File: config.mk
export PLATFORM = sky130hd
export DESIGN_NAME = irq_fiq_ctrl
export DESIGN_NICKNAME = d
export VERILOG_FILES = /design/src/rtl/ictl_pkg.sv /design/src/rtl/ictl_w1sc_reg.sv /design/src/rtl/ictl_readmux.sv /design/src/rtl/ictl_reqout.sv /design/src/rtl/irq_fiq_ctrl.sv
export SDC_FILE = /design/constraint.sdc
export NUM_CORES = 1
export LEC_CHECK = 0
export BUFFER_PORTS_ARGS = -buffer_cell sky130_fd_sc_hd__buf_2
export CAP_MARGIN = 20
export CORE_UTILIZATION = 55
export CTS_BUF_LIST = sky130_fd_sc_hd__clkbuf_16
export DETAILED_ROUTE_END_ITERATION = 6
export PLACE_DENSITY = 0.77
export SYNTH_ARGS = -nofsm -noshare
export SYNTH_HDL_FRONTEND = slang
export SYNTH_HIERARCHICAL = 1
export SYNTH_SLANG_ARGS = --single-unit
export TNS_END_PERCENT = 20
File: constraint.sdc
create_clock -name clk -period 2.5 [get_ports clk]
set_clock_uncertainty 0.1 [all_clocks]
set_input_delay 0.125 -clock clk [delete_from_list [all_inputs] [get_ports clk]]
set_output_delay 0.125 -clock clk [all_outputs]
set_load 0.01 [all_outputs]
File: src/rtl/ictl_pkg.sv
package ictl_pkg;
  localparam int DW = 32;
  localparam int AW = 4;

  localparam logic [AW-1:0] W_IRQ_STAT = 4'd0;
  localparam logic [AW-1:0] W_RAW_A    = 4'd1;
  localparam logic [AW-1:0] W_IRQ_SET  = 4'd2;
  localparam logic [AW-1:0] W_IRQ_CLR  = 4'd3;
  localparam logic [AW-1:0] W_SW_SET   = 4'd4;
  localparam logic [AW-1:0] W_SW_CLR   = 4'd5;
  localparam logic [AW-1:0] W_FIQ_STAT = 4'd8;
  localparam logic [AW-1:0] W_RAW_B    = 4'd9;
  localparam logic [AW-1:0] W_FIQ_SET  = 4'd10;
  localparam logic [AW-1:0] W_FIQ_CLR  = 4'd11;

  // next value of a set/clear register
  function automatic logic [DW-1:0] w1sc_next(input logic [DW-1:0] cur,
                                              input logic [DW-1:0] bits,
                                              input logic do_set,
                                              input logic do_clr,
                                              input logic [DW-1:0] valid);
    logic [DW-1:0] v;
    v = cur;
    if (do_set) v = v | bits;
    if (do_clr) v = v & ~bits;
    return v & valid;
  endfunction

  function automatic logic [DW-1:0] gate(input logic [DW-1:0] raw,
                                         input logic [DW-1:0] en);
    return raw & en;
  endfunction
endpackage

File: src/rtl/ictl_w1sc_reg.sv
module ictl_w1sc_reg
  import ictl_pkg::*;
#(
  parameter logic [DW-1:0] VALID = '1
) (
  input  logic          clk,
  input  logic          rst_n,
  input  logic          set_we,
  input  logic          clr_we,
  input  logic [DW-1:0] bits,
  output logic [DW-1:0] q
);
  always_ff @(posedge clk or negedge rst_n) begin
    if (!rst_n) q <= '0;
    else        q <= w1sc_next(q, bits, set_we, clr_we, VALID);
  end

  assert_set_lands_R2: assert property (@(posedge clk) disable iff (!rst_n)
    set_we |=> ((q & $past(bits) & VALID) == ($past(bits) & VALID)));
  assert_clr_lands_R3: assert property (@(posedge clk) disable iff (!rst_n)
    clr_we |=> ((q & $past(bits)) == '0));
  assert_zero_bits_hold_R2: assert property (@(posedge clk) disable iff (!rst_n)
    (set_we || clr_we) |=> ((q & ~$past(bits)) == ($past(q) & ~$past(bits))));
  assert_idle_stable_R9: assert property (@(posedge clk) disable iff (!rst_n)
    (!set_we && !clr_we) |=> $stable(q));
endmodule

File: src/rtl/ictl_readmux.sv
module ictl_readmux
  import ictl_pkg::*;
(
  input  logic [AW-1:0] addr,
  input  logic [DW-1:0] raw,
  input  logic [DW-1:0] irq_en,
  input  logic [DW-1:0] fiq_en,
  input  logic [DW-1:0] sw_q,
  output logic [DW-1:0] rdata
);
  always_comb begin
    unique case (addr)
      W_IRQ_STAT:       rdata = gate(raw, irq_en);
      W_RAW_A, W_RAW_B: rdata = raw;
      W_IRQ_SET:        rdata = irq_en;
      W_SW_SET:         rdata = sw_q;
      W_FIQ_STAT:       rdata = gate(raw, fiq_en);
      W_FIQ_SET:        rdata = fiq_en;
      default:          rdata = '0;
    endcase
  end
endmodule

File: src/rtl/ictl_reqout.sv
module ictl_reqout
  import ictl_pkg::*;
#(
  parameter int LANES = 2
) (
  input  logic                      clk,
  input  logic                      rst_n,
  input  logic [LANES-1:0][DW-1:0]  stat,
  output logic [LANES-1:0]          req
);
  for (genvar g = 0; g < LANES; g++) begin : g_lane
    logic any_pend;
    assign any_pend = |stat[g];
    always_ff @(posedge clk or negedge rst_n) begin
      if (!rst_n) req[g] <= 1'b0;
      else        req[g] <= any_pend;
    end
    assert_req_follows_R8: assert property (@(posedge clk) disable iff (!rst_n)
      1'b1 |=> (req[g] == $past(stat[g] != '0)));
  end
endmodule

File: src/rtl/irq_fiq_ctrl.sv
module irq_fiq_ctrl
  import ictl_pkg::*;
#(
  parameter logic [31:0] VALID_MASK = 32'h7FFF_FFEF
) (
  input  logic        clk,
  input  logic        rst_n,
  input  logic        bus_wr,
  input  logic [3:0]  bus_addr,
  input  logic [31:0] bus_wdata,
  output logic [31:0] bus_rdata,
  input  logic [31:0] src_in,
  output logic        irq_o,
  output logic        fiq_o
);
  logic [DW-1:0] irq_en, fiq_en, sw_q, raw;
  logic [1:0][DW-1:0] stat;
  logic [1:0] req;

  // decoded write events, named for the assertions
  logic wr_irq_set, wr_irq_clr, wr_fiq_set, wr_fiq_clr, wr_sw_set, wr_sw_clr;
  assign wr_irq_set = bus_wr && (bus_addr == W_IRQ_SET);
  assign wr_irq_clr = bus_wr && (bus_addr == W_IRQ_CLR);
  assign wr_fiq_set = bus_wr && (bus_addr == W_FIQ_SET);
  assign wr_fiq_clr = bus_wr && (bus_addr == W_FIQ_CLR);
  assign wr_sw_set  = bus_wr && (bus_addr == W_SW_SET);
  assign wr_sw_clr  = bus_wr && (bus_addr == W_SW_CLR);

  ictl_w1sc_reg #(.VALID(VALID_MASK)) u_irq_en (
    .clk(clk), .rst_n(rst_n), .set_we(wr_irq_set), .clr_we(wr_irq_clr),
    .bits(bus_wdata), .q(irq_en));
  ictl_w1sc_reg #(.VALID(VALID_MASK)) u_fiq_en (
    .clk(clk), .rst_n(rst_n), .set_we(wr_fiq_set), .clr_we(wr_fiq_clr),
    .bits(bus_wdata), .q(fiq_en));
  ictl_w1sc_reg #(.VALID(VALID_MASK)) u_sw (
    .clk(clk), .rst_n(rst_n), .set_we(wr_sw_set), .clr_we(wr_sw_clr),
    .bits(bus_wdata), .q(sw_q));

  assign raw     = (src_in | sw_q) & VALID_MASK;
  assign stat[0] = gate(raw, irq_en);
  assign stat[1] = gate(raw, fiq_en);

  ictl_readmux u_rd (
    .addr(bus_addr), .raw(raw), .irq_en(irq_en), .fiq_en(fiq_en),
    .sw_q(sw_q), .rdata(bus_rdata));

  ictl_reqout #(.LANES(2)) u_req (
    .clk(clk), .rst_n(rst_n), .stat(stat), .req(req));

  assign irq_o = req[0];
  assign fiq_o = req[1];

  // IRQ mask writes never touch the FIQ mask and vice versa
  assert_mask_indep_R4: assert property (@(posedge clk) disable iff (!rst_n)
    (wr_irq_set || wr_irq_clr) |=> $stable(fiq_en));
  assert_mask_indep_b_R4: assert property (@(posedge clk) disable iff (!rst_n)
    (wr_fiq_set || wr_fiq_clr) |=> $stable(irq_en));
  assert_unused_bits_R10: assert property (@(posedge clk) disable iff (!rst_n)
    ((bus_rdata & ~VALID_MASK) == '0));
  assert_reset_state_R1: assert property (@(posedge clk) disable iff (!rst_n)
    $rose(rst_n) |-> (!irq_o && !fiq_o));
endmodule

* Yosys cells after proc, flatten, opt, wreduce, memory -nomap -nowiden
Cells that the tools add are included.
Storage, ports and cells: register bits after elaboration 92, bits in latches 0, RAM bits 0, bits in read-only memories 0, input port bits 71, output and inout bits 34, logic and storage cells 41, memories 0
Operators by class: add/sub/neg operators 0, multiply operators 0, divide/modulo/power cells 0, magnitude comparators 0, equal/unequal tests 9, shift operators 0, muxes and demuxes 7, bitwise gates (word level) 10, reductions and logical operators 10
Operators with widths (number):
- 32-bit case mux with 6 select lines | 1
- 31-bit 2-to-1 mux | 6
- 31-bit AND | 5
- 31-bit bitwise OR | 4
- 32-bit OR reduction | 2
- 31-bit inverter | 1
- 4-bit == test (second input constant) | 4
- 4-bit by 2-bit == test with 1-bit output (second input constant) | 2
- 4-bit by 3-bit == test with 1-bit output (second input constant) | 2
- 1-bit logical AND | 6
- 4-bit by 1-bit == test with 1-bit output (second input constant) | 1
- 4-bit zero test | 1
- 2-bit OR reduction | 1

* Depth between registers and ports, before layout
Gate-level depths: netlist of run 1.
word-level depth 5, depth in mapped cells 6

* Cells and area by module
Netlist of run 1, hierarchy kept.
By module, submodules not included:
- ictl_w1sc_reg | times used 3, cells each 99, area an instance 1118.6 um2, sequential area each 750.7 um2
- ictl_readmux | times used 1, cells each 189, area an instance 1565.3 um2, sequential area each 0.0 um2
- irq_fiq_ctrl | times used 1, cells each 102, area an instance 715.7 um2, sequential area each 0.0 um2
- ictl_reqout | times used 1, cells each 24, area an instance 200.2 um2, sequential area each 50.0 um2

* Worst setup path before layout of run 1
No wires, ideal clock.
path kind reg2reg, start point register u_sw.q[28], end point register u_req.req[0], library setup time 0.124 ns, arrival 1.343 ns, required time 2.276 ns, setup slack 0.933 ns, cell stages (with the launch flop) 6, buffers on the path 0, cell sequence dfrtp_1 or2_4 and2_1 nor4_1 nand4_1 or2_1
RTL lines:
- start: declaration | line ictl_w1sc_reg.sv:11 | output logic [DW-1:0] q
- start signal: assignment | line ictl_w1sc_reg.sv:15 | else q <= w1sc_next(q, bits, set_we, clr_we, VALID);
- end signal: indexed assignment | line ictl_reqout.sv:16 | else req[g] <= any_pend;
- end: declaration | line ictl_reqout.sv:9 | output logic [LANES-1:0] req

* Worst setup path in the final report of run 1
start point input port bus_addr[3], end point output port bus_rdata[11]
Between the ends: word-level cells in the longest chain between the ends 3, elaborated cells between the ends (all ways) 9
Ends and longest elaborated chain:
- start: declaration | line irq_fiq_ctrl.sv:9 | input logic [3:0] bus_addr,
- 4-bit by 1-bit == test with 1-bit output or 4-bit == test (tied branches) | line ictl_readmux.sv:12 | unique case (addr)
- 2-bit OR reduction | line ictl_readmux.sv:12
- 32-bit case mux with 6 select lines * | line ictl_readmux.sv:12
- end: declaration | line irq_fiq_ctrl.sv:11 | output logic [31:0] bus_rdata,
Every way passes the cells marked *; elsewhere a longest branch is shown, timed or not.

==> run summary, run 1 <==
Once detail routing completed, the nets flagged for antenna violations numbered 0. Relative area change from synthesis to final layout: 19.2%. The critical path is of the primary input to output port type.

The number of hold violations in the final report is 0. Main combinational cell family by area after synthesis: compound AO/OA/AOI/OAI gates. Summed over all cells, the static leakage comes to 2.95 nW. The average cell area after synthesis works out to 9.54 um^2. After detailed placement, the design holds a cell count of 825. Layer carrying the most global-route usage: met2.

The floorplan has 37 rows. TritonCTS created 9 clock buffers. In this run the count of I/O pins placed on the die edge is 105. The logs give 0 for the number of failing setup endpoints in the final timing report and 612 for the number of instances in the synthesized netlist. The tools report the detailed-router iteration count before antenna repair as 5. In this run the vertical extent of the chip is 105 um. After synthesis the netlist holds a flip-flop and latch count of 92. The data arrival at the endpoint of the critical path is 1.73 ns. The post-place setup slack is 0.561 ns, and the fraction of registers with async set or reset after synthesis is 100%.

The layout has 839 filler cells. Excluding fillers, the count of instances in the completed layout stands at 872. For met2 alone, demand over resource in global routing was 54.7%. STA classifies the critical path endpoint as an output port. Of the total synthesized cell area, the portion taken by AND, OR, NAND and NOR gates is 17.8%. Sequential elements use 39.4% of the synthesized area.

The synthesized netlist devotes 29.9% of its cell area to compound gates. The routed design could run at a clock period as short as 1.95 ns. The slew at the pin closest to its max-slew limit works out to 0.663 ns.

The multiplexer area fraction after synthesis is 6.15%. TritonCTS built the clock tree. The routability-driven placement congestion ratio is 0.830. The detailed router's first-iteration violation count was 431; the number of cell instances on the worst register-to-register path was 5. The number of different library cells used by synthesis comes to 36. The logs give 0 for the initial antenna violation count and 39.6% for the met1 layer usage reported by global route. The pin count of the biggest net entering global routing is 50, and the max-cap violation count is 0. For the critical path required time, the log shows 2.28 ns. The beginning of the critical path was bus_addr[3]. The flow ran to the end, and the final reports show no timing, DRC or antenna violations.

The via count of the first global-routing pass is 5459. No sink is reached through more buffers than the 2 on the longest clock path. The share of synthesized area in the top cell type comes to 39.4%. Following the worst setup path forward leads to its endpoint at bus_rdata[11].

Dividing the detail-routed wire length by the instance count gives 19.5 um. Library cell used as clock root buffer: clkbuf_16. Clock-pin slew was measured on the worst setup and hold paths at 0.06 ns.

Core box area: 0.0103 mm^2. For the count of final max-slew check failures, the log shows 0. Along the worst path, the maximum fanout reaches 21.

In this run the critical register-to-register path is launched from u_sw/q[12]. The maximum resistive drop on vdd was 0.355 mV. dfrtp_1 takes more of the synthesized area than any other cell. The die width was 105 um. The global-route met3 utilization is 3.49%.

The design draws 0.00480 W. The overall via count from detail_route is 5471, and the setup slack of the most critical reg-to-reg path is 0.56 ns. Detailed placement ended at an HPWL of 10700 um. The area enclosed by the die boundary was 0.0110 mm^2; the power density over cell area was 690 mW/mm^2. Class of the most critical hold timing path: primary input to register.

After detailed routing, the number of remaining DRC violations is 0. STA classifies the critical path startpoint as a primary input. In the routed layout, each cell is associated on average with a via count of 6.27. The initial cell density of the core came out at 56.5%. During synthesis, Yosys emitted a total of 6 warnings.

Of the cells placed in the final design, the portion with a size suffix greater than 1 is 31.4%. Setup repair after global routing left no endpoint under its margin. Number of antenna cells inserted: 0. The synthesized netlist devotes 0% of its cell area to adder and majority cells.

The most used flip-flop cell after synthesis is dfrtp_1. The worst-case setup margin in the final layout was 0.549 ns. The number of clock sinks is 92, and the synthesized cell area is 0.00584 mm^2. The worst register-to-register path ends at u_req/req[0]. By area the synthesized netlist is led by dfrtp_1, a21oi_1, and2_1.

The number of nets in the layout is 802. The synthesized netlist devotes 0% of its cell area to XOR and XNOR gates. Global routing finished with a remaining overflow of 0. Summed over all failing endpoints, the final setup total negative slack is 0 ns. The count of flip-flops with a built-in enable after synthesis came out at 0.

The final standard cell utilization of the core is 67.4%. The fmax was 513 MHz; the worst slew margin relative to its limit was 55.8%. The first-pass GRT wire length is 27200 um. Along the worst hold path, the cell count comes to 4. The worst-skew pair later-pin latency came out at 0.34 ns. In the global route stage, overall resource usage came out at 31.7%. The post-detailed-routing wire length was 17000 um; the final critical-path share of the clock period was 78.0%. The H-tree was split into 3 levels. Post-CTS timing repair inserted 0 buffers for setup. In this run the tool buffered the top-level ports with 98 buffer cells.
-- worst min path at each step --
stage | from | endpoint | slack, ns
2_1_floorplan | rst_n | u_fiq_en/q[0] | -0.27
3_3_place_gp | rst_n | u_sw/q[1] | 0.09
3_5_place_dp | rst_n | u_sw/q[30] | 0.10
4_1_cts | bus_wr | u_sw/q[7] | 0.16
5_1_grt | bus_wr | u_sw/q[5] | 0.18
6_report | bus_wr | u_sw/q[6] | 0.16
-- Yosys cell counts (all sizes together), types with 2 or more instances --
master and n:
a21oi 180, a22oi 31, and2 60, buf 43, clkbuf 5, conb 4
dfrtp 92, inv 2, mux2 31, nand2 32, nand2b 2, nand4 4
nor2 3, nor3 2, nor4 17, nor4b 2, o211ai 62, or2 32
-- cell type report --
class / instances / area (um^2) / area share [%]
Inverter: 2 / 7.51 / 0.108
Clock buffer: 9 / 225 / 3.24
Timing Repair Buffer: 148 / 983 / 14.1
Clock inverter: 7 / 45.0 / 0.647
Tap cell: 136 / 170 / 2.44
Multi-Input combinational cell: 478 / 3230 / 46.4
Sequential cell: 92 / 2300 / 33.1
-- state kept, by name (all words and copies together), names as in the netlist --
| name | cells |
|---|---|
| u_fiq_en/q | 30 |
| u_irq_en/q | 30 |
| u_req/req | 2 |
| u_sw/q | 30 |
-- cells in the final DEF, fill, tap and decap left out, types with 14 or more instances in the layout --
master / netlist / routed
a22oi_1: 21 / 21
and2_1: 60 / 60
o211ai_1: 46 / 46
buf_2: 18 / 97
dfrtp_1: 92 / 92
nor4_1: 15 / 14
a21oi_1: 180 / 180
or2_4: 30 / 30
o211ai_2: 16 / 16
dlygate4sd3_1: 0 / 31
buf_4: 6 / 17
mux2_2: 30 / 30
nand2_1: 32 / 32
-- layer usage --
metal / vias up / wire length [um]
li1: 2495 / -
met1: 2615 / 6840
met2: 301 / 8240
met3: 60 / 1360
met4: 0 / 538
met5: - / 0
-- through the flow --
| step | cell area (um^2) | hold slack (ns) |
|---|---|---|
| final | 6960 | 0.162 |
| after global routing | 6960 | 0.176 |
| after CTS | 6960 | 0.162 |
| after detailed placement | 6380 | 0.101 |
| after global placement | 6380 | 0.0887 |
| after floorplan | 5870 | -0.271 |
-- critical path, cell delays in order --
cell and delay, ns:
buf_2 0.44, buf_4 0.31, mux2_2 0.35, o211ai_1 0.20
o211ai_2 0.12, buf_2 0.16
-- kinds of logic (layout without fill, tap and decap cells) --
family / after synthesis / after routing
AOI/OAI and AO/OA: 275 / 275
buffers and inverters: 50 / 166
muxes: 32 / 32
other: 4 / 12
DFF: 92 / 92
and+or+nand+nor: 159 / 159
-- power by group --
| group | internal, W | switching, W |
|---|---|---|
| sequential | 0.00183 | 0.000323 |
| combinational | 0.000695 | 0.000695 |
| clock | 0.000668 | 0.000587 |
| total | 0.00320 | 0.00161 |
-- repair_timing --
item / 4_1_cts / 5_1_grt
hold endpoints to repair: 138 / 0
hold buffers: 31 / 0
resized for setup: 0 / 0
(Power assumes the default switching activity.)
==> run 2: changes to the inputs <==
CORE_UTILIZATION = 51   (was 55)
PLACE_DENSITY = 0.75   (was 0.77)
clock period = 1.7 ns   (was 2.5 ns; I/O delays follow)
==> run summary, run 2 (synthesis gave the netlist of run 1 again) <==
Setup repair after global routing could not meet its margin everywhere. The total clock buffers created by CTS is 9 (unchanged), and the clock-pin slew on the worst setup and hold paths is 0.06 ns (about the same). The initial cell density of the core was 53.1% (-3.4 points). The ratio of cells with drive above 1 in the final layout was 38.4% (+7.1 points).

TritonCTS built the clock tree. The run gives 25.4% (-0.8 points) as the clock network fraction of design power. The area enclosed by the die boundary is 0.0119 mm^2 (+7.7%), and the register area is 0.00230 mm^2 (unchanged). For the initial antenna violation count, the log shows 0 (unchanged). The pin count of the biggest net entering global routing was 93 (+86%); the critical path required time was 1.83 ns (-0.45 ns).

The checks that failed: setup timing. The beginning of the critical path was u_sw/q[19]. The number of antenna-violating nets in the routed design was 0 (unchanged). The detailed placement HPWL was 12000 um (+12%); the worst-case setup margin in the final layout was -0.190 ns (-0.739 ns). For the final-layout worst hold slack, the log shows 0.219 ns (+0.0571 ns). The tools report the number of hold violations in the final report as 0 (unchanged). The total number of H-tree levels is 3 (unchanged). The path class of the tightest hold or removal check is primary input to register. The data arrival at the endpoint of the critical path came out at 2.02 ns (+0.29 ns).

Relative area change from synthesis to final layout: 30.0%. The startpoint of the lowest-slack hold path is src_in[7]. The run finished, with violations left. The number of remaining DRC errors was 0 (unchanged).

After layout, the minimum clock period comes to 1.89 ns. For the number of failing setup endpoints in the final timing report, the log shows 5 (+5). The logs give 38 (+2.7%) for the number of placement rows and 0.00525 W (+64%) for the cell internal power dissipation. The detailed-router iteration count before antenna repair was 6 (+1); the overall via count from detail_route was 5834 (+6.6%). The switching power total was 0.00255 W (+59%).

The fmax is 529 MHz. Count of final max-slew check failures: 0 (unchanged). Die width: 109 um (+3.8%). After global routing, the most crowded layer is met2. The run gives 18700 um (+10%) as the post-detailed-routing wire length. The core box area was 0.0110 mm^2 (+6.4%); the via count of the first global-routing pass was 5734 (+5.0%). The run gives 32.1% (+0.43 points) as the global-route usage over all layers. The tools report the portion of total power attributed to combinational logic as 34.5% (+5.5 points). The slew at the pin closest to its max-slew limit was 0.519 ns (-0.144 ns); the multi-input logic area was 0.00335 mm^2 (+3.7%). The leakage power is 3.31 nW (+12%), and the die span in y is 109 um (+3.8%).

The biggest fanout along the worst timing path is 3 (-86%). Kind of end point of the critical path: a register. Worst-skew pair later-pin latency: 0.34 ns (about the same). The max-cap violation count is 0 (unchanged). The worst path uses 111% of the clock period. The tools report the number of nets in the layout as 862 (+7.5%). The tools report the library cell used as clock root buffer as clkbuf_16. The tools report the global-route met2 utilization as 54.0% (-0.68 points).

The switching share of power was 32.7% (-0.76 points). For the worst slew margin relative to its limit, the log shows 65.4% (+9.6 points). The setup path with the least slack is of type register to register.

The total power draw came out at 0.00780 W (+63%). The vias per cell came out at 6.23 (-0.76%). For the part of the power in registers, the log shows 40.0% (-4.9 points).

The met1 layer usage reported by global route is 38.4% (-1.2 points), and the total negative slack for setup checks is -0.297 ns (-0.297 ns). The power density over cell area works out to 1030 mW/mm^2 (+49%). The number of buffer cells added on primary ports was 98 (unchanged). In the final layout, the registers with the most flip-flops are u_fiq_en/q (30), u_irq_en/q (30), u_sw/q (30). STA classifies the critical path startpoint as a register. The aggregate global routing overflow is 0 (unchanged), and the routability-driven placement congestion ratio is 0.872 (+5.1%). The logs give 69.1% (+1.7 points) for the final standard cell utilization of the core and 92 (unchanged) for the number of clock sinks. The tools report the count of pins on the block boundary as 105 (unchanged). First-pass GRT wire length: 28500 um (+4.7%). The maximum resistive drop on vdd was 0.823 mV (+130%). The number of filler instances in the final layout is 851 (+1.4%), and the average wire per cell in the routed design is 20.0 um (+2.6%).

In the layout the commonest cells are a21oi_1, buf_2, dfrtp_1, buf_4, and2_1. The worst reg2reg path startpoint is u_sw/q[19]. The number of buffers between clock root and the deepest sink was 2 (unchanged); the global-route met3 utilization was 8.37% (+4.9 points). The library cell used most frequently in the layout, excluding fill and tap cells, is a21oi_1. The tools report the detailed router's first-iteration violation count as 426 (-1.2%).
run 2: changes by cell type in the layout (fill, tap and decap cells not counted), moves of 2 or more:
| cell | delta |
|---|---|
| clkinvlp_4 | -2 |
| nor4_1 | -9 |
| nor4_2 | +5 |
| and2_4 | +5 |
| mux2_2 | -3 |
| mux2_4 | +4 |
| and2_1 | -5 |
| buf_4 | +57 |
| nor4_4 | +4 |
| buf_12 | +2 |
run 2: per-stage QoR:
| stage | worst slack (ns) | std cells | area [um^2] |
|---|---|---|---|
| floorplan | 0.133 | 620 | 5870 |
| global placement | -0.325 | 878 | 6780 |
| finish | -0.190 | 937 | 7590 |
| CTS | -0.130 | 925 | 7450 |
| detailed placement | -0.322 | 878 | 6780 |
| global route | -0.238 | 936 | 7590 |
run 2: timing repair:
action,CTS,global route
buffers inserted,0,11
hold buffers,31,0
resized for setup,12,11
endpoints found under the setup margin,10,30
gates cloned,0,0
hold endpoints to repair,182,0
pin swaps,16,16
run 2: cell type report:
cell class	count	share of cell area, %
Timing Repair Buffer	208	19.3
Sequential cell	92	30.3
Antenna cell	1	0.0330
Tap cell	140	2.31
Clock inverter	7	0.907
Clock buffer	9	2.97
Inverter	2	0.0989
Multi-Input combinational cell	478	44.1
run 2: power groups by stage:
stage	Combinational, W	Sequential [W]	Clock [W]
final	0.00269	0.00313	0.00198
after global routing	0.00290	0.00319	0.00212
after CTS	0.00248	0.00312	0.00203
after detailed placement	0.00232	0.00315	0
after global placement	0.00224	0.00310	0
after floorplan	0.00143	0.00307	0
run 2: worst paths after layout:
check                      cells after the start  slack [ns]             end
max                                            6       -0.19    u_req/req[1]
min                                            6        0.22    u_req/req[1]
max reg2reg                                    6       -0.19    u_req/req[1]
min reg2reg                                    2        0.47   u_irq_en/q[5]
max in group asynchronous                      3        0.87  u_fiq_en/q[18]
min in group asynchronous                      3        0.25  u_fiq_en/q[22]
run 2: routing by layer:
layer	wire length (um)	up-vias
li1	-	2616
met1	6960	2822
met2	9350	335
met3	1750	61
met4	652	0
met5	0	-
run 2: worst max-delay path: stages, from the launching register on:
cell	delay, ns
dfrtp_1	0.39
or2_4	0.24
and2_4	0.16
nor4_4	0.34
buf_4	0.17
nand4_1	0.11
or2_1	0.26
==> run 3: changes to the inputs <==
TNS_END_PERCENT = not set   (was 20)
==> run summary, run 3 (synthesis gave the netlist of run 1 again) <==
The run finished, with violations left. The checks that failed: setup timing. The number of remaining DRC errors came out at 0 (unchanged).

In the final layout, the registers with the most flip-flops are u_fiq_en/q (30), u_irq_en/q (30), u_sw/q (30). Count of pins on the block boundary: 105 (unchanged). The initial antenna violation count was 0 (unchanged). The post-detailed-routing wire length was 19500 um (+4.2%); the count of final max-slew check failures was 0 (unchanged).

The aggregate global routing overflow was 0 (unchanged); the number of buffer cells added on primary ports was 98 (unchanged). The number of nets in the layout came out at 895 (+3.8%). Die span in y: 109 um (unchanged). The class of the most critical hold timing path is primary input to register. Setup repair after global routing could not meet its margin everywhere. The initial cell density of the core was 53.1% (unchanged); the clock-pin slew on the worst setup and hold paths was 0.06 ns (about the same). The final critical-path share of the clock period was 113% (+1.5 points). The fmax came out at 522 MHz (-1.3%).

The max-cap violation count came out at 0 (unchanged). TritonCTS built the clock tree. For the total clock buffers created by CTS, the log shows 9 (unchanged). The detailed-router iteration count before antenna repair was 6 (unchanged); the first-pass GRT wire length was 29000 um (+1.7%).

The biggest fanout along the worst timing path was 3 (unchanged); the cell depth of the worst min-delay path was 6 (unchanged). The logs give 93 (unchanged) for the pin count of the biggest net entering global routing and 0.0119 mm^2 (unchanged) for the area enclosed by the die boundary. The detailed placement HPWL is 12000 um (unchanged).

Core box area: 0.0110 mm^2 (unchanged). Via count of the first global-routing pass: 5852 (+2.1%). Most common cell after layout, fill and taps aside: a21oi_1.

Tracing the worst setup path back leads to its startpoint at u_sw/q[28]. The power density over cell area is 1040 mW/mm^2 (+0.80%), and the final period demand of the worst path is 1.91 ns (+0.0252 ns). The number of antenna-violating nets in the routed design is 0 (unchanged), and the leakage power is 3.51 nW (+6.0%). The slew at the pin closest to its max-slew limit was 0.519 ns (+0.000526 ns); the number of filler instances in the final layout was 799 (-6.1%). From synthesis to final layout, the design area changed by 34.9%. In this run the most critical hold path is launched from src_in[10]. The global-route usage over all layers was 32.6% (+0.45 points); the detailed router's first-iteration violation count was 405 (-4.9%). The total number of H-tree levels came out at 3 (unchanged).

The tools report the library cell used as clock root buffer as clkbuf_16. The run gives -0.322 ns (unchanged) as the post-place setup slack. The library cells used most frequently in the layout, excluding fill and tap cells, are a21oi_1, buf_4, buf_2, dfrtp_1, and2_1. The number of cell instances on the worst register-to-register path was 5 (-1); the ratio of cells with drive above 1 in the final layout was 41.3% (+2.8 points). The average wire per cell in the routed design is 20.1 um (+0.68%), and the maximum resistive drop on vdd is 0.843 mV (+2.4%). The number of hold violations in the final report was 0 (unchanged); the worst slew margin relative to its limit was 65.4% (about the same).

For the critical path required time, the log shows 1.83 ns (about the same). Worst reg2reg path startpoint: u_sw/q[28]. For the final-layout worst hold slack, the log shows 0.228 ns (+0.00887 ns). The tools report the number of failing setup endpoints in the final timing report as 4 (-1). For hold timing, the worst endpoint is u_req/req[1]. The setup slack of the most critical reg-to-reg path was -0.21 ns (-0.03 ns); the routability-driven placement congestion ratio was 0.872 (unchanged).

By startpoint and endpoint, the worst setup path is classified as register to register. For the data arrival at the endpoint of the critical path, the log shows 2.04 ns (+0.02 ns). The worst-skew pair later-pin latency was 0.35 ns (about the same). The vias per cell was 6.18 (-0.75%). The worst setup path is launched from a register. The worst register-to-register path ends at u_req/req[1]. The tools report the number of buffers between clock root and the deepest sink as 2 (unchanged). For the overall via count from detail_route, the log shows 5994 (+2.7%). Number of clock sinks: 92 (unchanged). The die width was 109 um (unchanged). The worst-case setup margin in the final layout came out at -0.215 ns (-0.0252 ns). The tools report the number of placement rows as 38 (unchanged).

The worst setup path is captured at a register.
-- run 3: cell types whose count changed in the layout (fill, tap and decap cells not counted), sizes merged --
cell  change
buf      +33
-- run 3: metal layers --
metal	up-vias	track usage, %	part of all wire [%]
li1	2678	-	-
met5	-	0	0
met1	2898	38.7	38
met2	356	55.6	51
met3	62	8.01	8.9
met4	0	14.5	2.9
-- run 3: stage by stage --
step	TNS, ns	instance area [um^2]	cells	total power (W)	utilization, %
detailed placement	-0.408	6780	878	0.00547	61.7
global placement	-0.434	6780	878	0.00534	61.7
finish	-0.309	7880	970	0.00816	71.7
global route	-1.18	7870	969	0.00857	71.7
floorplan	0	5870	620	0.00449	-
CTS	-0.130	7560	939	0.00775	68.9
-- run 3: repair_timing --
item,CTS,global route
pin swaps,16,32
hold buffers,31,0
endpoints found under the setup margin,10,30
resized for setup,13,21
endpoints found under the hold margin,182,0
buffers inserted,14,30
-- run 3: worst max-delay path, cell delays in order (launching register included) --
cell,delay [ns]
dfrtp_1,0.38
or2_4,0.27
and2_1,0.17
nor4_1,0.42
nand4_1,0.20
or2_1,0.26
-- run 3: how the worst max path moves through the flow --
| stage | to | slack [ns] | depth (start not counted) |
|---|---|---|---|
| 6_report | u_req/req[1] | -0.21 | 5 |
| 5_1_grt | u_req/req[1] | -0.20 | 5 |
| 4_1_cts | u_req/req[1] | -0.13 | 6 |
| 3_5_place_dp | u_req/req[1] | -0.32 | 6 |
| 3_3_place_gp | u_req/req[1] | -0.32 | 6 |
| 2_1_floorplan | u_req/req[0] | 0.13 | 5 |
-- run 3: layout make-up --
type	count	area (um^2)	share of cell area, %
clock inverter	7	68.8	0.874
sequential	92	2300	29.2
multi-input combinational	478	3380	42.9
inverter	2	7.51	0.0953
antenna	1	2.50	0.0318
tap	140	175	2.22
timing repair buffer	241	1710	21.8
clock buffer	9	225	2.86
-- run 3: power by group --
part	internal [W]	total, W	leakage, nW	switching [W]
combinational	0.00168	0.00309	2.24	0.00141
clock	0.00113	0.00199	0.147	0.000857
sequential	0.00269	0.00308	1.12	0.000386
total	0.00551	0.00816	3.51	0.00265
